==> src/rtl/burst_pkg.sv <==
package burst_pkg;

    localparam int OFF_W = 2;
    localparam int BEATS = 1 << OFF_W;

    typedef logic [OFF_W-1:0] off_t;

    typedef enum logic {
        ST_EMPTY = 1'b0,
        ST_BURST = 1'b1
    } burst_state_e;

endpackage

==> src/rtl/burst_beat_ctr.sv <==
module burst_beat_ctr
    import burst_pkg::*;
(
    input  logic         clk,
    input  logic         rst_n,
    input  logic         load_i,
    input  logic         adv_i,
    output burst_state_e state_o,
    output off_t         beat_o
);

    burst_state_e state_q, state_d;
    off_t         beat_q, beat_d;

    // next-state and beat update
    always_comb begin
        state_d = state_q;
        beat_d  = beat_q;
        unique case (state_q)
            ST_EMPTY: begin
                if (load_i) begin
                    state_d = ST_BURST;
                    beat_d  = '0;
                end
            end
            ST_BURST: begin
                if (load_i) begin
                    beat_d = '0;
                end else if (adv_i) begin
                    beat_d = beat_q + off_t'(1);
                end
            end
            default: begin
                state_d = ST_EMPTY;
                beat_d  = '0;
            end
        endcase
    end

    // state register
    always_ff @(posedge clk or negedge rst_n) begin
        if (!rst_n) begin
            state_q <= ST_EMPTY;
            beat_q  <= '0;
        end else begin
            state_q <= state_d;
            beat_q  <= beat_d;
        end
    end

    assign state_o = state_q;
    assign beat_o  = beat_q;

endmodule

==> src/rtl/burst_offset_map.sv <==
module burst_offset_map
    import burst_pkg::*;
(
    input  logic mode_i,
    input  off_t start_i,
    input  off_t beat_i,
    output off_t off_o
);

    off_t lin_off;
    off_t ilv_off;

    assign lin_off = start_i + beat_i;
    assign ilv_off = start_i ^ beat_i;

    always_comb begin
        off_o = mode_i ? ilv_off : lin_off;
    end

endmodule

==> src/rtl/burst_addr_seq.sv <==
module burst_addr_seq
    import burst_pkg::*;
#(
    parameter int ADDR_W = 8
) (
    input  logic              clk,
    input  logic              rst_n,
    input  logic              mode_i,
    input  logic              load_i,
    input  logic              adv_i,
    input  logic [ADDR_W-1:0] addr_i,
    output logic [ADDR_W-1:0] addr_o
);

    localparam int UP_W = ADDR_W - OFF_W;

    burst_state_e    state;
    off_t            beat;
    off_t            start_q;
    logic [UP_W-1:0] upper_q;
    off_t            off;

    burst_beat_ctr u_ctr (
        .clk     (clk),
        .rst_n   (rst_n),
        .load_i  (load_i),
        .adv_i   (adv_i),
        .state_o (state),
        .beat_o  (beat)
    );

    // captured start address
    always_ff @(posedge clk or negedge rst_n) begin
        if (!rst_n) begin
            start_q <= '0;
            upper_q <= '0;
        end else if (load_i) begin
            start_q <= addr_i[OFF_W-1:0];
            upper_q <= addr_i[ADDR_W-1:OFF_W];
        end
    end

    burst_offset_map u_map (
        .mode_i  (mode_i),
        .start_i (start_q),
        .beat_i  (beat),
        .off_o   (off)
    );

    // output process
    always_comb begin
        unique case (state)
            ST_EMPTY: addr_o = '0;
            ST_BURST: addr_o = {upper_q, off};
            default:  addr_o = '0;
        endcase
    end

endmodule

==> config.mk <==
export PLATFORM = sky130hd
export DESIGN_NAME = burst_addr_seq
export DESIGN_NICKNAME = d
export VERILOG_FILES = /design/src/rtl/burst_pkg.sv /design/src/rtl/burst_beat_ctr.sv /design/src/rtl/burst_offset_map.sv /design/src/rtl/burst_addr_seq.sv
export SDC_FILE = /design/constraint.sdc
export NUM_CORES = 1
export LEC_CHECK = 0
export BUFFER_PORTS_ARGS = -buffer_cell sky130_fd_sc_hd__buf_2
export CAP_MARGIN = 20
export CORE_AREA = 5 5 42 44
export DETAILED_ROUTE_END_ITERATION = 10
export DIE_AREA = 0 0 47 49
export GPL_TIMING_DRIVEN = 0
export PLACE_DENSITY = 0.65
export SLEW_MARGIN = 20
export SYNTH_ARGS = -nofsm -noshare
export SYNTH_HDL_FRONTEND = slang
export SYNTH_SLANG_ARGS = --single-unit
==> constraint.sdc <==
create_clock -name clk -period 1.06 [get_ports clk]
set_input_delay 0 -clock clk [delete_from_list [all_inputs] [get_ports clk]]
set_output_delay 0 -clock clk [all_outputs]
set_load 0.01 [all_outputs]
Yosys cells after proc, flatten, opt, wreduce, memory -nomap -nowiden
Index checks and enable logic that the tools add are counted.
- input bits: 13
- output and inout port bits: 8
- flip-flop bits (word level): 11
- logic and storage cells: 19
- mux-type cells: 8
- eq/ne operators: 2
- bitwise logic cells: 2
- add/sub/neg operators: 2
- reduce and logical (&&, ||, !) cells: 1
- operators by type and width (operator ; number):
    one-hot mux 8 bit (2 select lines) ; 1
    two-way mux 2 bit ; 4
    one-hot mux 2 bit (2 select lines) ; 1
    inequality test 3 bit, second input constant ; 1
    adder 2 x 1 -> 2 bit, second input constant ; 1
    adder 2 bit ; 1
    two-way mux 1 bit ; 2
    inequality test 2 bit, second input constant ; 1
    AND reduction 2 bit ; 1
    bitwise XOR 2 bit ; 1
    inverter 1 bit ; 1

Longest topological paths before layout
- word-level depth: 4
- mapped depth: 4
- gate-level depth less buffers: 4

Modules after synthesis
Synthesis repeated with hierarchy kept, for this count alone.
- cells, all modules: 40
- area total of the unflattened synthesis: 556.8 sq um
- modules (own cells, without submodules) (module ; sequential area each (sq um) ; cells each ; area each (sq um) ; instances):
    burst_addr_seq ; 200.2 ; 25 ; 381.6 ; 1
    burst_beat_ctr ; 75.1 ; 11 ; 138.9 ; 1
    burst_offset_map ; 0.0 ; 4 ; 36.3 ; 1

Worst setup path before layout
No wires, ideal clock.
- kind: flip-flop to output port
- start: reg u_ctr.beat_q[0] (netlist: u_ctr.beat_o[0])
- end: out addr_o[1]
- data required time: 1.060 ns
- buffers on the path: 0
- path slack: 0.081 ns
- data arrival time: 0.979 ns
- stages on the path, launching flop included: 5
- cells stage by stage: dfrtp_1 ha_1 nor2b_1 xnor2_1 and2_1
- word-level cells in the longest chain between the ends: 3
- RTL lines (item ; RTL line ; source):
    from (decl) ; burst_beat_ctr.sv:13 ; off_t beat_q, beat_d;
    from (signal assigned) ; burst_beat_ctr.sv:47 ; beat_q <= beat_d;
    adder 2 bit ; burst_offset_map.sv:13 ; assign lin_off = start_i + beat_i;
    two-way mux 2 bit ; burst_offset_map.sv:17 ; off_o = mode_i ? ilv_off : lin_off;
    one-hot mux 8 bit (2 select lines) ; burst_addr_seq.sv:52 ; unique case (state)
    to (decl) ; burst_addr_seq.sv:12 ; output logic [ADDR_W-1:0] addr_o
Every way passes these cells.

Worst setup path in the final report
- start: reg start_q[0]
- end: out addr_o[1]
- word-level cells in the longest chain between the ends: 3
- RTL lines (item ; RTL line ; source):
    from (decl) ; burst_addr_seq.sv:19 ; off_t start_q;
    from (signal assigned) ; burst_addr_seq.sv:38 ; start_q <= addr_i[OFF_W-1:0];
    adder 2 bit ; burst_offset_map.sv:13 ;
    two-way mux 2 bit ; burst_offset_map.sv:17 ;
    one-hot mux 8 bit (2 select lines) ; burst_addr_seq.sv:52 ;
Every way passes these cells.

==> out/metrics.cfg <==
[detailed_routing]
wl_um = 1160
wl_per_cell_um = 12.5
vias = 417
drtIter0Drc = 0
drc = 0
firstDrtPassIters = 1
drt-vias-per-instance = 4.48
antenna_left = 0

[global_route]
grt.total_usage = 0.114
grt_max_degree = 12
grt_pass1_vias = 434
grt.overflow.total = 0
antenna_found_initial = 0
grt_pass1_wl_um = 1900

[timing]
fmax_mhz = 768
setup_tns_ns = -0.432
setup_slack_ns = -0.242
setup_viol = 6
fin_crit_ns = 1.30
finalCritPeriodShare = 1.23
slew-limit-headroom = 0.836
report.final.hold_viol_count = 0
worst_pin_slew_ns = 0.246
rsz0062_at_grt = yes
clock_skew_ns = 0.00170
slew_viol_final = 0

[power]
p_leak_uw = 0.000382
power_density_nw_per_um2 = 1240
ir_drop_mv = 0.742
combPwrFrac = 0.252
pwr-share-clk = 0.272
swShare = 0.244
p_int_uw = 760
pwr-share-seq = 0.476
netSwitchingPower_uw = 244

[clocking]
clock_tree.buffer_depth = 2
cts.sinks = 11
cts_max_level = 1
cts_root_buf = clkbuf_4
clkTransAtPathRegs_ns = 0.07
clk_latency_ns = 0.26
cts_made_buffers = 3
cts_tree = built

[synthesis]
yosysTopAreaCellShare = 0.546
synth-compound-area-share = 0
syn-num-nets = 54
synthTopCellsByArea = dfrtp_1, mux2_2, and2_1
ys_seq_area_frac = 0.546
yosysWarnings = 0
yosysTopAreaCell = dfrtp_1
muxShareOfSynthArea = 0.179
ys_ff_latch = 11
synth-simple-area-share = 0.156
avgSynthCellArea_sq_um = 12.6
synth_cells = 40
synth_area_sq_um = 504
ys_types = 13
synth_top_family_by_area = multiplexers
synth_xor_area_frac = 0.0695
yosys.area_share.adder = 0.0248

[setup_path]
cp_data_required_time_ns = 1.06
crit_arrival_ns = 1.30
start_kind = flop
worstSetupEndpointType = output port
worst-setup-path-type = flop to output port
rrSetupSlack_ns = 0.11
cp_max_fo = 2

[run]
maxCapViolations = 0

[floorplanning]
start_util = 0.360
die_y_um = 49
io_pins = 21
design.die.area_sq_um = 2300
die_x_um = 47
rows = 14
coreArea_sq_um = 1400

[layout]
nNetsFinal = 92
synthToLayoutAreaGrowth_pct = 60.8
final_common_cell = buf_2
mostFrequentLayoutCells = buf_2, dfrtp_1, dlygate4sd3_1
drive_gt1_frac = 0.532
diodes = 0

[run_status]
violations = negative setup slack
status = finished, violations left

[worst_hold_path]
min_path_type = primary input to flop

[placement]
port_buffers = 20
gp_congestion = 0.585
dp_slack_ns = -0.0511

==> Yosys cell counts (all sizes together) <==
cell and instances:
dfrtp 11, and2 8, mux2 8, buf 2
nor2 2, xnor2 2, xor2 2, ha 1
nand2 1, nand3 1, nor2b 1, or2 1
==> worst max-delay path, cell delays in order (launching register included) <==
cell	delay (ns)
dfrtp_1	0.39
ha_2	0.17
nor2b_4	0.12
xnor2_1	0.11
and2_1	0.13
buf_2	0.13
==> metrics by stage <==
stage | power [uW] | utilization | hold WS [ns] | std cells | cell area (sq um)
4_1_cts | 1000 | 0.559 | 0.00719 | 92 | 783
6_report | 1000 | 0.579 | 0.106 | 93 | 811
2_1_floorplan | 600 | - | -0.296 | 40 | 504
5_1_grt | 1080 | 0.579 | 0.148 | 93 | 811
3_3_place_gp | 677 | 0.446 | -0.119 | 76 | 624
3_5_place_dp | 685 | 0.446 | -0.119 | 76 | 624
==> metal layers <==
| metal | track usage | vias up | wire length [um] |
|---|---|---|---|
| li1 | - | 205 | - |
| met1 | 0.143 | 201 | 442 |
| met2 | 0.176 | 11 | 649 |
| met3 | 0.0295 | 0 | 67 |
| met4 | 0.0553 | 0 | 0 |
| met5 | 0 | - | 0 |
==> registers in the layout, summed over array words and instances, names as in the netlist <==
signal and count:
u_ctr.state_o 1, u_ctr.beat_o 2, upper_q 6, start_q 2
==> logic make-up (layout without fill, tap and decap cells) <==
| kind of cell | count (synthesis) | after routing |
|---|---|---|
| AND/OR/NAND/NOR | 14 | 14 |
| XOR/XNOR | 4 | 4 |
| adder cells (fa/ha/maj) | 1 | 1 |
| multiplexers | 8 | 8 |
| buffers and inverters | 2 | 39 |
| flip-flops | 11 | 11 |
==> power by group through the flow <==
stage	sequential, uW	clock, uW	combinational (uW)
global placement	484	0	193
detailed placement	487	0	198
finish	478	273	253
floorplan	481	0	120
global route	483	321	279
CTS	476	287	236
==> final timing paths <==
| path | start | end | cells after the start |
|---|---|---|---|
| min reg2reg | upper_q[2] | upper_q[2] | 1 |
| min in group asynchronous | rst_n | start_q[0] | 2 |
| max | start_q[0] | addr_o[1] | 5 |
| min | adv_i | u_ctr.beat_o[1] | 4 |
| max in group asynchronous | rst_n | upper_q[2] | 2 |
| max reg2reg | u_ctr.state_o | u_ctr.state_o | 2 |
==> timing repair <==
action / CTS / global route
pin swaps: 3 / 2
resized for setup: 6 / 4
cloned: 1 / 0
buffers inserted: 2 / 0
setup endpoints to repair: 8 / 8
endpoints found under the hold margin: 19 / 1
hold buffers: 9 / 1
==> cell type report <==
cell class	count	area [sq um]
plain buffers	2	18.8
repair buffers	33	239
fillers	134	591
flip-flops and latches	11	275
multi-input cells	27	231
well taps	16	20.0
clock buffers	4	26.3
Power figures use the tool's default switching activity.
